--- src/rtl/dram_refresh_sched.sv ---
module dram_refresh_sched #(
  parameter int ROW_W     = 7,
  parameter int FORCE_CYC = 4
) (
  input  logic             clk,
  input  logic             rst_n,
  input  logic             refresh_clk,
  input  logic             cs_n,
  input  logic             acc_stb_n,
  input  logic             refresh_ack_n,
  output logic             refresh_req_n,
  output logic [ROW_W-1:0] row,
  output logic             addr_sel,
  output logic             addr_oe,
  output logic             ras_n
);
  localparam int CNT_W = $clog2(FORCE_CYC + 1);

  logic rf_meta, rf_sync, rf_last;
  logic pend, hid, frc;
  logic [CNT_W-1:0] fcnt;
  logic rf_rise, start_hid, start_frc, hid_now, frc_last, hid_end;

  assign rf_rise   = rf_sync & ~rf_last;
  assign start_hid = rf_sync & pend & cs_n & ~acc_stb_n & ~hid & ~frc;
  assign start_frc = pend & ~rf_sync & ~hid & ~frc & ~refresh_ack_n;
  assign hid_now   = hid | start_hid;
  assign frc_last  = frc && (fcnt == CNT_W'(FORCE_CYC - 1));
  assign hid_end   = hid & acc_stb_n;

  assign refresh_req_n = ~(pend & ~rf_sync & ~hid & ~frc);
  assign addr_sel      = hid_now | frc;
  assign addr_oe       = hid_now | frc | ~cs_n;
  assign ras_n         = frc ? 1'b0 : ((hid_now | ~cs_n) ? acc_stb_n : 1'b1);

  always_ff @(posedge clk or negedge rst_n) begin
    if (!rst_n) begin
      rf_meta <= 1'b0;
      rf_sync <= 1'b0;
      rf_last <= 1'b0;
    end else begin
      rf_meta <= refresh_clk;
      rf_sync <= rf_meta;
      rf_last <= rf_sync;
    end
  end

  always_ff @(posedge clk or negedge rst_n) begin
    if (!rst_n)                       pend <= 1'b0;
    else if (start_hid || start_frc)  pend <= 1'b0;
    else if (rf_rise)                 pend <= 1'b1;
  end

  always_ff @(posedge clk or negedge rst_n) begin
    if (!rst_n)         hid <= 1'b0;
    else if (start_hid) hid <= 1'b1;
    else if (hid_end)   hid <= 1'b0;
  end

  always_ff @(posedge clk or negedge rst_n) begin
    if (!rst_n) begin
      frc  <= 1'b0;
      fcnt <= '0;
    end else if (start_frc) begin
      frc  <= 1'b1;
      fcnt <= '0;
    end else if (frc_last) begin
      frc  <= 1'b0;
    end else if (frc) begin
      fcnt <= fcnt + 1'b1;
    end
  end

  always_ff @(posedge clk or negedge rst_n) begin
    if (!rst_n)                   row <= '0;
    else if (hid_end || frc_last) row <= row + 1'b1;
  end
endmodule

--- config.mk ---
export PLATFORM = sky130hd
export DESIGN_NAME = dram_refresh_sched
export DESIGN_NICKNAME = d
export VERILOG_FILES = /design/src/rtl/dram_refresh_sched.sv
export SDC_FILE = /design/constraint.sdc
export NUM_CORES = 1
export LEC_CHECK = 0
export BUFFER_PORTS_ARGS = -buffer_cell sky130_fd_sc_hd__buf_4
export CAP_MARGIN = 20
export CORE_AREA = 3 3 48 50
export DETAILED_ROUTE_END_ITERATION = 8
export DIE_AREA = 0 0 51 53
export GPL_TIMING_DRIVEN = 0
export SLEW_MARGIN = 20
export SYNTH_ARGS = -nofsm -noshare
export SYNTH_HDL_FRONTEND = slang
export SYNTH_SLANG_ARGS = --single-unit
--- constraint.sdc ---
create_clock -name clk -period 2.9 [get_ports clk]
set_input_delay 0.58 -clock clk [delete_from_list [all_inputs] [get_ports clk]]
set_output_delay 0.58 -clock clk [all_outputs]
set_load 0.05 [all_outputs]
==> out/results.md, run 1 <==
| Step | Metric | This run |
|---|---|---|
| floorplanning | Core outline area | 1942 sq um |
| layout | Register Area | 400.4 sq um |
| clock tree | Resized Gates After CTS | 0 |
| outcome | Result of the run | completed |
| layout | Filler cells | 197 |
| clock tree | H-tree Lvls | 1 |
| timing | Transition time of the tightest slew-check pin | 377.6 ps |
| worst setup path | Largest fanout of any net on the critical path | 5 |
| floorplanning | Cell row count | 16 |
| clock tree | Number of buffers created by CTS | 3 |
| placement | Routability congestion estimate from global placement | 0.6689 |
| layout | Post-layout instance count excluding filler cells | 104 |
| global route | Global-route congestion overflow total | 0 |
| timing | Post-layout min period | 2067 ps |
| global route | Antenna violations before repair | 0 |
| floorplanning | Die span in y | 53 um |
| global route | Global routing usage summed across all routing layers | 0.1057 |
| placement | Placed cell count | 101 |
| power | Leak | 0.4357 nW |
| worst setup path | Critical setup path kind | register to output pin |
| yosys | Post-synth cell types | 22 |
| detailed routing | Routed wire per std cell | 11.65 um |
| worst setup path | Depth of the most critical reg-to-reg path | 4 |
| layout | Most frequent cells in the layout | 16 x sky130_fd_sc_hd__dfrtp_1, 16 x sky130_fd_sc_hd__buf_4, 6 x sky130_fd_sc_hd__nor2_1 |
| yosys | Mapped cell area | 701.9 sq um |
| yosys | Area share of the largest cell type after synthesis | 0.5704 |
| timing | Final worst-path cycle share | 0.7127 |
| detailed routing | ANT nets after route | 0 |
| timing | Unrepaired setup endpoints after global routing | no |
| detailed routing | Total routed wirelength | 1212 um |
| timing | Upper clock frequency limit | 483.8 MHz |
| floorplanning | Floorplan die width | 51 um |
| layout | Fraction of final layout cells with drive strength greater than 1 | 0.3117 |
| layout | P&R area growth vs syn | 25.13% |
| clock tree | Clock transition at path regs | 80 ps |
| yosys | Sequential area share after synthesis | 0.5704 |
| floorplanning | Overall die area | 2703 sq um |
| worst setup path | CP startpoint kind | register |
| clock tree | Clock tree from TritonCTS | yes |
| timing | Number of setup violations in the final report | 0 |
| yosys | Count of yosys warnings during synthesis | 0 |
| timing | Final number of hold-violating endpoints | 0 |
| layout | Post-layout util | 0.4523 |
| worst setup path | Critical Path Sink Type | output pin |
| floorplanning | Boundary Pins | 17 |
| yosys | Leading area contributor after synthesis | sky130_fd_sc_hd__dfrtp_1 |
| worst hold path | Class of the worst hold path | input pin to async pin |
| worst setup path | Timing startpoint of the critical path | rf_sync |
| yosys | Average size of a mapped cell | 12.10 sq um |
| timing | Setup_tns | 0 ps |
| layout | Net count, final | 88 |
| worst setup path | CP required | 2320 ps |
| layout | Combined area of the multi-input logic cells | 290.3 sq um |
| worst setup path | Capturing point of the worst reg2reg path | row[1] |
| placement | Number of port buffers | 16 |
| clock tree | Clock latency on the worst-skew pair | 270 ps |
| worst setup path | Startpoint of the worst-slack reg-to-reg timing path | fcnt[0] |
| layout | Inserted Diodes | 0 |
| clock tree | Clock sink total | 16 |
| global route | Largest net degree at the start of global routing | 17 |
| yosys | Synthesized netlist cell count | 58 |
| power | Worst VDD drop | 0.5836 mV |
| floorplanning | Initial cell density of the core | 0.3615 |
| clock tree | Number of setup buffers added after CTS | 0 |
| global route | Via count of the first global-routing pass | 463 |
| worst setup path | Setup slack, reg-to-reg | 1240 ps |
| timing | Tightest slew margin relative to the limit | 0.7483 |
| detailed routing | Number of search-and-repair iterations in the first detailed-routing pass | 3 |
| run | Max-cap violation count | 0 |
| detailed routing | Violation count after the first detailed-routing iteration | 6 |
| clock tree | # hold bufs at CTS | 0 |
| timing | Hold slack final | 145.3 ps |
| clock tree | Root buf cell | sky130_fd_sc_hd__clkbuf_4 |
| power | Ratio of total power to cell area | 1084 nW/um^2 |
| detailed routing | Via Count | 492 |
| global route | Global-route wire length before repair | 2035 um |
| detailed routing | Via-to-Cell Ratio | 4.731 |
| worst setup path | Worst EP arrival | 1490 ps |
| detailed routing | Post-route DRC | 0 |
| yosys | Register bit count reported by yosys | 16 |
| clock tree | Clk buf depth | 2 |
| power | Final total power | 0.9525 mW |
| timing | Pins Over Slew Limit | 0 |
| yosys | Top cells by area, synth | sky130_fd_sc_hd__dfrtp_1 57%, sky130_fd_sc_hd__xor2_1 6.2%, sky130_fd_sc_hd__ha_1 5.3%, sky130_fd_sc_hd__mux2_2 3.2%, sky130_fd_sc_hd__nor2_1 3.2% |
| timing | Final Skew | 1.547 ps |
| placement | Placed wire-length estimate after detailed placement | 905.8 um |
| yosys | Number of nets in the synthesized netlist | 67 |
layer usage:
metal	vias to the layer above	global-route usage	wire length, um
met5	-	0	0
met4	0	0.05381	0
met3	0	0.03944	92
met2	15	0.1567	551
met1	236	0.1333	569
li1	241	-	-
synth_stat cells (all sizes together):
library cell,count
dfrtp,16
nor2,7
xor2,5
nand3,4
ha,3
inv,3
mux2,2
nand2,2
nand2b,2
nor3,2
o21ai,2
xnor2,2
a21oi,1
a22oi,1
a311oi,1
a32o,1
and3,1
mux2i,1
nand4b,1
or4b,1
how the worst max path moves through the flow:
| stage | to | slack, ps | depth (start not counted) |
|---|---|---|---|
| 2_1_floorplan | ras_n | 480 | 3 |
| 3_3_place_gp | ras_n | 1050 | 5 |
| 3_5_place_dp | ras_n | 1040 | 5 |
| 4_1_cts | refresh_req_n | 820 | 2 |
| 5_1_grt | refresh_req_n | 770 | 2 |
| 6_report | refresh_req_n | 830 | 2 |
per-stage QoR:
step           worst slack [ps]  instance area (sq um)
5_1_grt                   771.3                  878.3
2_1_floorplan             480.7                  701.9
3_3_place_gp               1054                  855.8
6_report                  833.1                  878.3
3_5_place_dp               1036                  855.8
4_1_cts                   817.2                  878.3
worst max-delay path, cell delays in order (launching register included):
cell and delay (ps):
sky130_fd_sc_hd__dfrtp_1 420, sky130_fd_sc_hd__or4b_4 580, sky130_fd_sc_hd__buf_4 210
where the power goes:
| part | leakage, nW | total [mW] | internal (mW) | switching (mW) |
|---|---|---|---|---|
| combinational | 0.223 | 0.482 | 0.176 | 0.306 |
| sequential | 0.199 | 0.361 | 0.293 | 0.0684 |
| clock | 0.0138 | 0.110 | 0.0481 | 0.0619 |
logic make-up after synthesis:
group           share of synthesized area
flops                              0.5704
fa+ha+maj                         0.05348
mux                               0.04634
buf+inv                           0.01604
xor+xnor                          0.08735
compound gates                    0.06593
simple gates                       0.1604
flip-flops by register name, summed over array words and instances, names as in the netlist:
| signal | cells |
|---|---|
| fcnt | 3 |
| frc | 1 |
| hid | 1 |
| pend | 1 |
| rf_last | 1 |
| rf_meta | 1 |
| rf_sync | 1 |
| row | 7 |
final cells by class:
cell class,count,area share
flip-flops and latches,16,0.4558
multi-input cells,39,0.3305
repair buffers,16,0.1368
well taps,27,0.03846
clock buffers,3,0.02564
inverters,3,0.01282
Power figures use the tool's default switching activity.
==> run 2, diff against run 1 <==
- ABC_AREA: not set -> 1
- CORE_AREA: 3 3 48 50 -> 3 3 50 52
- DIE_AREA: 0 0 51 53 -> 0 0 53 55
- clock period: 2.9 -> 1.65 ns (I/O delays scaled with it)
==> run 2 against run 1 <==
Register-to-register slack got worse by 1000 ps. Cell count increased by 38%. Worst hold slack improved by 10 ps. Utilization increased by 2.6 points. Global-route usage increased by 0.29 points. Wire length increased by 19%. Critical path depth increased by 3. Critical path type unchanged. Largest cell class unchanged.
==> out/results.md, run 2 <==
| Step | Metric | This run |
|---|---|---|
| clock tree | Clk buf depth | 2 |
| clock tree | Clock sink total | 16 |
| placement | Routability congestion estimate from global placement | 0.6829 |
| layout | Inserted Diodes | 0 |
| worst hold path | Worst-case hold path end point | rf_meta |
| floorplanning | Cell row count | 17 |
| power | Leak | 0.5590 nW |
| yosys | Largest family of logic cells by synthesized area | simple AND/OR/NAND/NOR gates |
| worst setup path | Largest fanout of any net on the critical path | 3 |
| placement | Cell area after placement | 933.4 sq um |
| placement | Number of port buffers | 16 |
| layout | Most common library cell in the layout ignoring fill and taps | sky130_fd_sc_hd__nand2_1 |
| global route | Largest net degree at the start of global routing | 17 |
| layout | Register with the most flip-flops | row |
| floorplanning | Initial cell density of the core | 0.3570 |
| layout | Flip-flop count of the largest register after layout | 7 |
| yosys | Number of nets in the synthesized netlist | 97 |
| yosys | Xor and xnor area share after synthesis | 0.05710 |
| layout | Most frequent cells in the layout | 27 x sky130_fd_sc_hd__nand2_1, 22 x sky130_fd_sc_hd__buf_4, 15 x sky130_fd_sc_hd__dfrtp_1 |
| yosys | Main flop type after synthesis | sky130_fd_sc_hd__dfrtp_1 |
| worst setup path | Critical setup path kind | register to output pin |
| outcome | Result of the run | completed |
| detailed routing | Total routed wirelength | 1437 um |
| detailed routing | Post-route DRC | 0 |
| clock tree | Number of buffers created by CTS | 3 |
| power | Final total power | 1.972 mW |
| global route | Global routing usage summed across all routing layers | 0.1086 |
| detailed routing | Via Count | 612 |
| yosys | Synthesized netlist cell count | 88 |
| layout | Leading registers by flop count | row: 7 flops, fcnt: 3 flops |
| layout | P&R area growth vs syn | 34.10% |
| floorplanning | Boundary Pins | 17 |
| worst setup path | Setup slack, reg-to-reg | 240 ps |
| yosys | Sequential area share after synthesis | 0.5220 |
| clock tree | Clock latency on the worst-skew pair | 270 ps |
| worst hold path | Worst hold path stage count | 1 |
| timing | Number of setup violations in the final report | 0 |
| layout | Register Area | 401.6 sq um |
| layout | Net count, final | 126 |
| layout | Post-route cell area | 1028 sq um |
| worst setup path | CP required | 1320 ps |
| global route | Via count of the first global-routing pass | 570 |
| yosys | Share of synthesized area spent on multiplexers | 0 |
| detailed routing | Routed wire per std cell | 10.05 um |
| clock tree | Clock tree from TritonCTS | yes |
| worst setup path | Critical Path Sink Type | output pin |
| yosys | Library cell with the highest instance count after synthesis | sky130_fd_sc_hd__nand2_1 |
| worst setup path | Worst EP arrival | 1300 ps |
| detailed routing | Number of search-and-repair iterations in the first detailed-routing pass | 4 |
| yosys | Average size of a mapped cell | 8.716 sq um |
| timing | Unrepaired setup endpoints after global routing | yes |
| yosys | Mapped cell area | 767.0 sq um |
| timing | Final worst-path cycle share | 0.9858 |
| worst setup path | Capturing point of the worst reg2reg path | row[6] |
| power | Ratio of total power to cell area | 1918 nW/um^2 |
| timing | Upper clock frequency limit | 614.8 MHz |
| floorplanning | Core outline area | 2148 sq um |
| placement | Placed wire-length estimate after detailed placement | 1042 um |
| yosys | Number of flops mapped to enable cells by yosys | 0 |
| yosys | Area share of the largest cell type after synthesis | 0.5220 |
| timing | Tightest slew margin relative to the limit | 0.8506 |
| clock tree | H-tree Lvls | 1 |
| detailed routing | Via-to-Cell Ratio | 4.280 |
| yosys | Leading area contributor after synthesis | sky130_fd_sc_hd__dfrtp_1 |
| global route | Global-route congestion overflow total | 0 |
| yosys | Basic-gate share of the synthesized area counting and, or, nand and nor cells | 0.2659 |
| timing | Final number of hold-violating endpoints | 0 |
| yosys | Post-synth cell types | 17 |
| yosys | Adder-cell share of the synthesized area | 0.04894 |
| timing | Transition time of the tightest slew-check pin | 223.2 ps |
| worst setup path | CP startpoint kind | register |
| floorplanning | Overall die area | 2915 sq um |
| layout | Fraction of final layout cells with drive strength greater than 1 | 0.2957 |
| placement | Placed cell count | 132 |
| yosys | Most numerous cell types in the synthesized netlist | 27 x sky130_fd_sc_hd__nand2_1, 16 x sky130_fd_sc_hd__dfrtp_1, 13 x sky130_fd_sc_hd__inv_1, 6 x sky130_fd_sc_hd__nor2_1, 4 x sky130_fd_sc_hd__nand3_1 |
| timing | Pins Over Slew Limit | 0 |
| layout | Post-layout instance count excluding filler cells | 143 |
| yosys | Top cells by area, synth | sky130_fd_sc_hd__dfrtp_1 52%, sky130_fd_sc_hd__nand2_1 13%, sky130_fd_sc_hd__inv_1 6.4%, sky130_fd_sc_hd__ha_1 4.9%, sky130_fd_sc_hd__xnor2_1 3.4% |
| run | Max-cap violation count | 0 |
| worst hold path | Hold path startpoint | refresh_clk |
| floorplanning | Die span in y | 55 um |
| yosys | Register bit count reported by yosys | 16 |
| worst hold path | Class of the worst hold path | input pin to register |
| detailed routing | ANT nets after route | 0 |
| global route | Global-route wire length before repair | 2318 um |
| layout | Combined area of the multi-input logic cells | 319.1 sq um |
| timing | Post-layout min period | 1627 ps |
| yosys | Share of synthesized flip-flops with an asynchronous set or reset | 1.000 |
| timing | Final Skew | 1.678 ps |
| yosys | Count of yosys warnings during synthesis | 0 |
| layout | Filler cells | 224 |
| floorplanning | Floorplan die width | 53 um |
| yosys | Synthesized-area fraction occupied by ao, oa, aoi and oai cells | 0.02284 |
| worst setup path | Depth of the most critical reg-to-reg path | 8 |
| worst setup path | Startpoint of the worst-slack reg-to-reg timing path | fcnt[0] |
| clock tree | Clock transition at path regs | 90 ps |
| global route | Antenna violations before repair | 0 |
| power | Worst VDD drop | 0.7330 mV |
| clock tree | Root buf cell | sky130_fd_sc_hd__clkbuf_4 |
| detailed routing | Violation count after the first detailed-routing iteration | 5 |
run 2: critical path, stage by stage (launching register included):
cell	delay [ps]
sky130_fd_sc_hd__dfrtp_1	420
sky130_fd_sc_hd__nor2_4	130
sky130_fd_sc_hd__o211ai_1	100
sky130_fd_sc_hd__buf_4	160
sky130_fd_sc_hd__o21ai_4	50
sky130_fd_sc_hd__buf_6	170
run 2: layer usage:
layer	wire length, um	GRT usage	share of wire	vias to the layer above
met2	720	0.1880	0.50	9
li1	-	-	-	326
met3	43	0.008043	0.030	2
met5	0	0	0	-
met4	19	0.06383	0.013	0
met1	653	0.1333	0.45	275
run 2: stage by stage:
step,utilization,hold slack (ps),setup TNS [ps],worst slack (ps)
2_1_floorplan,-,34.41,-401.7,-351.5
3_3_place_gp,0.4345,202.3,0,229.7
3_5_place_dp,0.4345,203.5,0,179.9
4_1_cts,0.4648,146.4,0,26.59
5_1_grt,0.4787,141.3,-145.8,-67.32
6_report,0.4787,155.7,0,23.37
run 2: cells by family (layout without fill, tap and decap cells):
kind of cell	after synthesis	in the layout
xor+xnor	5	5
flops	16	16
fa+ha+maj	3	3
buf+inv	17	44
compound gates	3	3
simple gates	44	44
run 2: how the worst max path moves through the flow:
stage	from	endpoint	slack, ps	depth (start not counted)
final	hid	ras_n	20	5
after global routing	rf_sync	ras_n	-70	5
after CTS	frc	ras_n	30	5
after detailed placement	frc	ras_n	180	4
after global placement	frc	ras_n	230	4
after floorplan	pend	ras_n	-350	3
run 2: cell type report:
class / count / share of cell area
flip-flops and latches: 16 / 0.3905
multi-input cells: 55 / 0.3102
repair buffers: 24 / 0.1813
inverters: 17 / 0.06204
well taps: 28 / 0.03406
clock buffers: 3 / 0.02190
run 2: where the power goes:
part           total, mW  internal (mW)  switching, mW
Clock              0.198         0.0844          0.113
Combinational       1.13          0.408          0.726
Sequential         0.640          0.526          0.114
Total               1.97           1.02          0.953
run 2: what timing repair did:
action,CTS,global route
setup buffers,3,4
resized for setup,3,0
hold buffers,1,0
endpoints found under the hold margin,16,0
pin swaps,2,2
endpoints found under the setup margin,3,3
